[src/rtl/opx_pkg.sv]
package opx_pkg;

    localparam int XLEN   = 16;
    localparam int NREG   = 8;
    localparam int RIDX   = $clog2(NREG);
    localparam int IMMW   = 5;
    localparam int OPCW   = 4;

    localparam logic [OPCW-1:0] OPC_ADD = 4'b0001;
    localparam logic [OPCW-1:0] OPC_AND = 4'b0101;
    localparam logic [OPCW-1:0] OPC_NOT = 4'b1001;

    typedef enum logic [1:0] {
        S_IDLE  = 2'd0,
        S_EXEC  = 2'd1,
        S_WRITE = 2'd2
    } state_e;

    typedef enum logic [1:0] {
        ALU_ADD = 2'd0,
        ALU_AND = 2'd1,
        ALU_INV = 2'd2
    } alu_op_e;

    typedef struct packed {
        logic            legal;
        alu_op_e         op;
        logic            use_imm;
        logic [RIDX-1:0] dst;
        logic [RIDX-1:0] src1;
        logic [RIDX-1:0] src2;
        logic [XLEN-1:0] imm;
    } dec_t;

endpackage

[src/rtl/opx_decode.sv]
module opx_decode
    import opx_pkg::*;
(
    input  logic [XLEN-1:0] word,
    output dec_t            dec
);

    logic [OPCW-1:0] opc;
    logic            mode_bit;

    assign opc      = word[XLEN-1 -: OPCW];
    assign mode_bit = word[IMMW];

    always_comb begin
        dec         = '0;
        dec.op      = ALU_ADD;
        dec.dst     = word[11:9];
        dec.src1    = word[8:6];
        dec.src2    = word[RIDX-1:0];
        dec.use_imm = mode_bit;
        dec.imm     = {{(XLEN-IMMW){word[IMMW-1]}}, word[IMMW-1:0]};
        case (opc)
            OPC_ADD: begin
                dec.op    = ALU_ADD;
                dec.legal = mode_bit | (word[IMMW-1:RIDX] == '0);
            end
            OPC_AND: begin
                dec.op    = ALU_AND;
                dec.legal = mode_bit | (word[IMMW-1:RIDX] == '0);
            end
            OPC_NOT: begin
                dec.op      = ALU_INV;
                dec.use_imm = 1'b0;
                dec.legal   = (word[IMMW:0] == '1);
            end
            default: begin
                dec.legal = 1'b0;
            end
        endcase
    end

endmodule

[src/rtl/opx_alu.sv]
module opx_alu
    import opx_pkg::*;
#(
    parameter int W = XLEN
) (
    input  alu_op_e      op,
    input  logic [W-1:0] a,
    input  logic [W-1:0] b,
    output logic [W-1:0] y,
    output logic [2:0]   nzp
);

    always_comb begin
        unique case (op)
            ALU_ADD: y = a + b;
            ALU_AND: y = a & b;
            ALU_INV: y = ~a;
            default: y = '0;
        endcase
    end

    logic is_neg;
    logic is_zero;

    assign is_neg  = y[W-1];
    assign is_zero = (y == '0);
    assign nzp     = {is_neg, is_zero, ~is_neg & ~is_zero};

endmodule

[src/rtl/opx_regfile.sv]
module opx_regfile
    import opx_pkg::*;
#(
    parameter int W  = XLEN,
    parameter int N  = NREG,
    localparam int AW = $clog2(N)
) (
    input  logic          clk,
    input  logic          rst_n,
    input  logic          we,
    input  logic [AW-1:0] waddr,
    input  logic [W-1:0]  wdata,
    input  logic [AW-1:0] raddr_a,
    input  logic [AW-1:0] raddr_b,
    input  logic [AW-1:0] raddr_d,
    output logic [W-1:0]  rdata_a,
    output logic [W-1:0]  rdata_b,
    output logic [W-1:0]  rdata_d
);

    logic [W-1:0] cells [N];

    for (genvar g = 0; g < N; g++) begin : g_cell
        logic [W-1:0] q;
        always_ff @(posedge clk or negedge rst_n) begin
            if (!rst_n) begin
                q <= '0;
            end else if (we && (waddr == AW'(g))) begin
                q <= wdata;
            end
        end
        assign cells[g] = q;
    end

    assign rdata_a = cells[raddr_a];
    assign rdata_b = cells[raddr_b];
    assign rdata_d = cells[raddr_d];

endmodule

[src/rtl/opx_unit.sv]
module opx_unit
    import opx_pkg::*;
(
    input  logic            clk,
    input  logic            rst_n,
    input  logic            start,
    input  logic [15:0]     instr,
    output logic            done,
    input  logic [2:0]      dbg_sel,
    output logic [15:0]     dbg_data,
    output logic [2:0]      flags
);

    state_e          state_q;
    state_e          state_d;
    logic [XLEN-1:0] ir_q;
    dec_t            dec;
    logic [XLEN-1:0] src_a;
    logic [XLEN-1:0] src_b;
    logic [XLEN-1:0] opnd_b;
    logic [XLEN-1:0] alu_y;
    logic [2:0]      alu_nzp;
    logic [XLEN-1:0] res_q;
    logic [2:0]      nzp_q;
    logic            legal_q;
    logic [RIDX-1:0] dst_q;
    logic            wr_en;

    opx_decode u_dec (
        .word (ir_q),
        .dec  (dec)
    );

    opx_regfile #(.W(XLEN), .N(NREG)) u_rf (
        .clk     (clk),
        .rst_n   (rst_n),
        .we      (wr_en),
        .waddr   (dst_q),
        .wdata   (res_q),
        .raddr_a (dec.src1),
        .raddr_b (dec.src2),
        .raddr_d (dbg_sel),
        .rdata_a (src_a),
        .rdata_b (src_b),
        .rdata_d (dbg_data)
    );

    assign opnd_b = dec.use_imm ? dec.imm : src_b;

    opx_alu #(.W(XLEN)) u_alu (
        .op  (dec.op),
        .a   (src_a),
        .b   (opnd_b),
        .y   (alu_y),
        .nzp (alu_nzp)
    );

    // state register
    always_ff @(posedge clk or negedge rst_n) begin
        if (!rst_n) begin
            state_q <= S_IDLE;
        end else begin
            state_q <= state_d;
        end
    end

    // transitions: accept, compute, commit
    always_comb begin
        state_d = state_q;
        unique case (state_q)
            S_IDLE:  if (start) state_d = S_EXEC;
            S_EXEC:  state_d = S_WRITE;
            S_WRITE: state_d = S_IDLE;
            default: state_d = S_IDLE;
        endcase
    end

    // datapath registers per state
    always_ff @(posedge clk or negedge rst_n) begin
        if (!rst_n) begin
            ir_q    <= '0;
            res_q   <= '0;
            nzp_q   <= 3'b010;
            legal_q <= 1'b0;
            dst_q   <= '0;
            flags   <= 3'b010;
        end else begin
            unique case (state_q)
                S_IDLE: begin
                    if (start) ir_q <= instr;
                end
                S_EXEC: begin
                    res_q   <= alu_y;
                    nzp_q   <= alu_nzp;
                    legal_q <= dec.legal;
                    dst_q   <= dec.dst;
                end
                S_WRITE: begin
                    if (legal_q) flags <= nzp_q;
                end
                default: ;
            endcase
        end
    end

    assign wr_en = (state_q == S_WRITE) && legal_q;

    // outputs
    always_ff @(posedge clk or negedge rst_n) begin
        if (!rst_n) begin
            done <= 1'b0;
        end else begin
            done <= (state_q == S_WRITE);
        end
    end

endmodule

[config.mk]
export PLATFORM = sky130hd
export DESIGN_NAME = opx_unit
export DESIGN_NICKNAME = d
export VERILOG_FILES = /design/src/rtl/opx_pkg.sv /design/src/rtl/opx_decode.sv /design/src/rtl/opx_alu.sv /design/src/rtl/opx_regfile.sv /design/src/rtl/opx_unit.sv
export SDC_FILE = /design/constraint.sdc
export NUM_CORES = 1
export LEC_CHECK = 0
export CORE_ASPECT_RATIO = 2
export CORE_MARGIN = 1
export CORE_UTILIZATION = 44
export CTS_CLUSTER_DIAMETER = 150
export DETAILED_ROUTE_END_ITERATION = 7
export PLACE_DENSITY = 0.72
export SYNTH_ARGS = -nofsm -noshare
export SYNTH_HDL_FRONTEND = slang
export SYNTH_SLANG_ARGS = --single-unit
[constraint.sdc]
create_clock -name clk -period 5.1 [get_ports clk]
set_clock_uncertainty 0.15 [all_clocks]
set_input_delay 1.02 -clock clk [delete_from_list [all_inputs] [get_ports clk]]
set_output_delay 1.02 -clock clk [all_outputs]
set_load 0.01 [all_outputs]
Word-level counts from Yosys, hierarchy flattened:

Index checks and enable logic that the tools add are counted.

* multiplexer cells: 16
* reduce and logical (&&, ||, !) cells: 17
* bitwise operators: 9
* eq/ne operators: 16
* add/sub/neg operators: 1
* order comparisons: 3

Operator list (count)
* 16-bit binary-select mux with 3-bit select: 3
* 16-bit two-way mux: 7
* 16-bit one-hot mux with 3 select lines: 1
* 16-bit adder: 1
* 16-bit bitwise AND: 1
* 16-bit logical NOT: 1
* 16-bit NOT: 1
* 3-bit == test, second input constant: 4
* 4-bit greater-or-equal comparator, second input constant: 3
* 3-bit NOT with 4-bit output: 3
* 1-bit logical AND: 9
* 2-bit one-hot mux with 2 select lines: 2
* 3-bit by 2-bit == test with 1-bit output, second input constant: 2
* 6-bit == test, second input constant: 1
* 2-bit logical NOT: 3
* 2-bit by 1-bit == test with 1-bit output, second input constant: 2
* 2-bit == test, second input constant: 2
* 4-bit by 1-bit == test with 1-bit output, second input constant: 1
* 4-bit by 3-bit == test with 1-bit output, second input constant: 1
* 4-bit == test, second input constant: 1
* 2-bit AND reduction: 2
* 3-bit by 1-bit == test with 1-bit output, second input constant: 1
* 3-bit logical NOT: 1
* 2-bit two-way mux: 1
* 7 further kinds: 8

* register bits: 173
* word-level logic and storage cells: 78
* input bits: 22

Longest topological paths before layout:

Gate-level depths: netlist of run 1.

* depth after elaboration: 10
* gate-level depth with buffers: 19
* mapped depth without buffers: 16

Modules after synthesis:

Synthesis of run 1 repeated with hierarchy kept, for this count alone.

* cells, all modules: 786
* area, all modules: 11562.3 µm²

Modules (own cells, without submodules)
* opx_regfile: times used 1, area an instance 8071.5 µm², cells each 450
* opx_unit: times used 1, area an instance 1919.3 µm², cells each 115
* opx_alu: times used 1, area an instance 1323.8 µm², cells each 187
* opx_decode: times used 1, area an instance 247.7 µm², cells each 34

Worst setup path before layout of run 1:

No wires, ideal clock.

* path type: register -> register
* start point: register ir_q[0]
* end point: register nzp_q[0]
* arrival time: 3987 ps
* setup time: 124 ps
* required time: 4826 ps
* cell stages (with the launch flop): 15
* path slack: 839 ps
* path through: dfrtp_1 -> clkbuf_1 -> buf_1 -> mux4_2 -> mux2i_1 -> a21oi_1 -> ha_1 -> a21oi_1 -> o211ai_1 -> a21oi_1 -> o31ai_1 -> a2111oi_0 -> nor3_1 -> mux2_2 -> o31a_1

* word-level cells in the longest chain between the ends: 10

Ends and longest elaborated chain
* from (decl): RTL line opx_unit.sv:16 `logic [XLEN-1:0] ir_q;`
* from (signal assigned): RTL line opx_unit.sv:90 `if (start) ir_q <= instr;`
* 3-bit NOT with 4-bit output (implied by the code): RTL line opx_regfile.sv:36 `assign rdata_b = cells[raddr_b];`
* 16-bit binary-select mux with 3-bit select: RTL line opx_regfile.sv:36
* 16-bit two-way mux (implied by the code) (2 in a row): RTL line opx_regfile.sv:36
* 16-bit two-way mux *: RTL line opx_unit.sv:48 `assign opnd_b = dec.use_imm ? dec.imm : src_b;`
* 16-bit adder / 16-bit bitwise AND (equally long branches): RTL line opx_alu.sv:15, opx_alu.sv:16
* 16-bit one-hot mux with 3 select lines *: RTL line opx_alu.sv:14 `unique case (op)`
* 16-bit logical NOT: RTL line opx_alu.sv:26 `assign is_zero = (y == '0);`
* 1-bit NOT: RTL line opx_alu.sv:27 `assign nzp = {is_neg, is_zero, ~is_neg & ~is_zero};`
* 1-bit bitwise AND *: RTL line opx_alu.sv:27
* to (signal assigned): RTL line opx_unit.sv:94 `nzp_q <= alu_nzp;`
* to (decl): RTL line opx_unit.sv:24 `logic [2:0] nzp_q;`

Mark *: on every way between the ends. The rest lies on a longest branch, timed or not. The select of a mux whose other input is x is not followed.
A chain may end at the register's enable or synchronous reset.

Final worst setup path of run 1:

* start point: register ir_q[15]
* end point: register nzp_q[0]

* word-level cells in the longest chain between the ends: 8

Ends and longest elaborated chain
* 4-bit == test: RTL line opx_decode.sv:22 `case (opc)`
* 1-bit two-way mux: RTL line opx_decode.sv:22
* 16-bit two-way mux: RTL line opx_unit.sv:48
* 16-bit adder / 16-bit bitwise AND (equally long branches): RTL line opx_alu.sv:15, opx_alu.sv:16
* 16-bit one-hot mux with 3 select lines *: RTL line opx_alu.sv:14
* 16-bit logical NOT: RTL line opx_alu.sv:26
* 1-bit NOT: RTL line opx_alu.sv:27
* 1-bit bitwise AND *: RTL line opx_alu.sv:27

Mark *: on every way between the ends. The rest lies on a longest branch, timed or not.

==> results of run 1 <==
## worst reg2reg max path, stage by stage, from the launching register on
cell       delay (ns)
dfrtp_1          0.54
inv_1            0.13
or3_1            0.55
nand2_1          0.25
a21oi_1          0.09
a21oi_1          0.15
ha_1             0.20
inv_1            0.08
fa_1             0.56
or2_2            0.11
a21oi_1          0.06
a211oi_1         0.39
o2111ai_1        0.17
nor4_1           0.46
and3_1           0.23
nand4_1          0.16
o31a_1           0.33
## flip-flops by register name, indices dropped and copies added, names as in the netlist
signal	cells
res_q	15
ir_q	16
done	1
u_rf.g_cell.q	128
flags	3
dst_q	3
nzp_q	3
legal_q	1
state_q	2
## routing by layer
| metal | global-route usage [%] | share of wire (%) |
|---|---|---|
| met4 | 15.7 | 5.5 |
| met1 | 28.7 | 38 |
| met5 | 0 | 0 |
| met2 | 41.1 | 52 |
| met3 | 3.59 | 5.0 |
## metrics by stage
stage          power [uW]  instance area, sq um  hold slack (ns)
4_1_cts              5380                 12000            0.334
5_1_grt              5640                 12000            0.363
6_report             5360                 12000            0.328
3_5_place_dp         3990                 11300            0.324
2_1_floorplan        3370                 10600            0.285
3_3_place_gp         3950                 11300            0.312
## logic make-up after synthesis
group / synth area share [%]
muxes: 40.4
AOI/OAI and AO/OA: 7.43
adders and majority gates: 2.08
xor gates and xnor gates: 0.248
DFF: 40.7
buffers and inverters: 2.82
and+or+nand+nor: 6.37
## power by group through the flow
stage               logic (uW)  registers (uW)  clock network [uW]
floorplan                 1470            1900                   0
global placement          1830            2120                   0
detailed placement        1850            2140                   0
CTS                       1860            2120                1390
global route              2020            2180                1440
finish                    1870            2130                1360
## worst max-delay path by stage
stage	from	to	slack, ns
finish	ir_q[15]$_DFFE_PN0P_	nzp_q[0]$_DFFE_PN0N_	0.40
global route	ir_q[15]$_DFFE_PN0P_	nzp_q[0]$_DFFE_PN0N_	0.16
CTS	ir_q[15]$_DFFE_PN0P_	nzp_q[0]$_DFFE_PN0N_	0.47
detailed placement	ir_q[15]$_DFFE_PN0P_	nzp_q[0]$_DFFE_PN0N_	0.50
global placement	ir_q[15]$_DFFE_PN0P_	nzp_q[0]$_DFFE_PN0N_	0.56
floorplan	ir_q[0]$_DFFE_PN0P_	nzp_q[0]$_DFFE_PN0N_	0.84
## layout make-up
type                            instances  area, sq um
Multi-Input combinational cell        567         6010
Tap cell                              287          359
Fill cell                            1977        11800
Clock inverter                         12          173
Clock buffer                           20          437
Timing Repair Buffer                   66          632
Sequential cell                       172         4310
Inverter                                8         30.0
## cell usage after synthesis (7+ instances only)
| library cell | count | area share (%) |
|---|---|---|
| mux4_1 | 7 | 1.7 |
| mux2i_1 | 20 | 1.9 |
| a21oi_1 | 41 | 1.9 |
| mux4_2 | 87 | 18 |
| nor3_1 | 7 | 0.33 |
| clkbuf_1 | 31 | 1.1 |
| nand2_1 | 58 | 2.1 |
| buf_1 | 10 | 0.35 |
| dfrtp_1 | 170 | 40 |
| nand2b_1 | 7 | 0.41 |
| buf_2 | 10 | 0.47 |
| mux2_2 | 172 | 18 |
| ha_1 | 16 | 1.9 |
| inv_1 | 8 | 0.28 |
| nor2_1 | 26 | 0.92 |
| o21ai_0 | 29 | 1.4 |
==> impl_metrics.py, run 1 <==
metrics = {
    "outcome": {
        "status": "finished, violations left",
        "violations": "DRC",
    },
    "cts": {
        "tritoncts": "yes",
        "cts_hold_buf": 0,
        "cts.sinks": 172,
        "cts_setup_buffers": 0,
        "path_clk_slew_ns": 0.07,
        "cts_max_path_buffers": 2,
        "cts_resized": 0,
        "clockRootBuffer": "clkbuf_16",
        "cts_max_level": 4,
        "clk_latency_ns": 0.45,
        "cts_made_buffers": 17,
    },
    "critical_path": {
        "reg2reg_depth": 16,
        "crit_family": "simple AND/OR/NAND/NOR gates",
        "path_depth": 16,
        "crit_top_cell": "a21oi_1",
        "path_buf_inv": 2,
        "r2r_setup_slack_ns": 0.40,
        "required_ns": 5.29,
        "cp_max_fo": 10,
        "arrival_ns": 4.89,
        "r2r-start": "ir_q[15]$_DFFE_PN0P_",
        "crit_chain": "inv_1, or3_1, nand2_1, a21oi_1, a21oi_1, ha_1, inv_1, fa_1, or2_2, a21oi_1, a211oi_1, o2111ai_1, nor4_1, and3_1, nand4_1, o31a_1",
        "worstSetupEndpointType": "flop",
        "worstReg2RegEnd": "nzp_q[0]$_DFFE_PN0N_",
        "critPathKind": "flop to flop",
        "crit_slowest_cell": "fa_1",
        "start_kind": "flop",
        "critical-path-max-stage-delay_ns": 0.56,
    },
    "sta": {
        "setup_viol": 0,
        "final_max_slew_viol_count": 0,
        "finalSetupTns_ns": 0,
        "rsz0062_at_grt": "false",
        "fin_crit_ns": 4.70,
        "slew_headroom_pct": 29.8,
        "finalCritPeriodShare_pct": 92.2,
        "fmax_mhz": 213,
        "worst_pin_slew_ns": 1.05,
        "setup_ws_ns": 0.396,
        "finalHoldViolCount": 0,
    },
    "finish": {
        "final_cells": 1132,
        "fin_util_pct": 50.4,
        "antennaDiodeCount": 0,
        "syn_to_final_growth_pct": 12.8,
        "drive_gt1_share_pct": 39.3,
        "fin_nets": 871,
        "final_cell_mix": "mux2_2, dfrtp_1, mux4_2",
        "final_common_cell": "mux2_2",
    },
    "floorplanning": {
        "die_h_microns": 221,
        "design.core.area_sq_mm": 0.0237,
        "die_area_sq_mm": 0.0247,
        "die_x_microns": 112,
        "num_io_pins": 42,
        "rows": 80,
        "initial_core_util_pct": 44.7,
    },
    "place": {
        "place.gp.congestion": 0.969,
        "hpwlAfterDp_mm": 19.7,
        "pre_cts_ws_ns": 0.496,
        "portBuffers": 41,
        "dp_cells": 1100,
    },
    "logic_synthesis": {
        "synth_cell_type_count": 66,
        "synth_nets": 844,
        "yosysSeqAreaShare_pct": 40.7,
        "syn-cell-area_sq_mm": 0.0106,
        "synthArstFlopShare_pct": 100,
        "synth_area_per_cell_sq_um": 13.2,
        "synth-seq-cells": 172,
        "synth_edf_count": 0,
        "yosysWarningCount": 0,
        "postSynthCellCount": 805,
        "synth_ff_type": "dfrtp_1",
    },
    "route": {
        "drc": 4,
        "via_per_inst": 6.54,
        "drt_iter0_drc": 528,
        "drt_first_pass_iters": 7,
        "antenna_left": 0,
        "wl_per_cell_microns": 25.1,
        "finalWirelength_mm": 28.4,
        "routed-via-count": 7398,
    },
    "min_path": {
        "worstHoldStart": "nzp_q[1]$_DFFE_PN1N_",
        "hold_end": "nzp_q[1]$_DFFE_PN1N_",
        "hp-class": "flop to flop",
        "whs_path_depth": 2,
    },
    "global_route": {
        "first_global_vias": 7864,
        "antenna_found_initial": 0,
        "grt_overflow_total": 0,
        "grt_pass1_wl_mm": 45.0,
        "grt_usage_pct": 24.3,
        "grt_max_degree": 88,
    },
    "power_and_ir_drop": {
        "irDropWorstVdd_mv": 0.304,
        "leakage_uw": 0.00530,
        "p_sw_uw": 1900,
        "power.internal_uw": 3450,
        "pwr-share-clk_pct": 25.4,
        "power_density_mw_per_mm2": 448,
        "swShare_pct": 35.5,
        "pwr-share-comb_pct": 34.9,
        "pwr-share-seq_pct": 39.7,
    },
    "run": {
        "maxCapViolations": 0,
    },
}
No activity file was read; power rests on OpenSTA's default activity.
==> inputs of run 2 (changes only) <==
CTS_CLUSTER_SIZE = 28   (was not set)
==> results of run 2 <==
No change in the layout: final DEF, timing and power equal those of run 1.
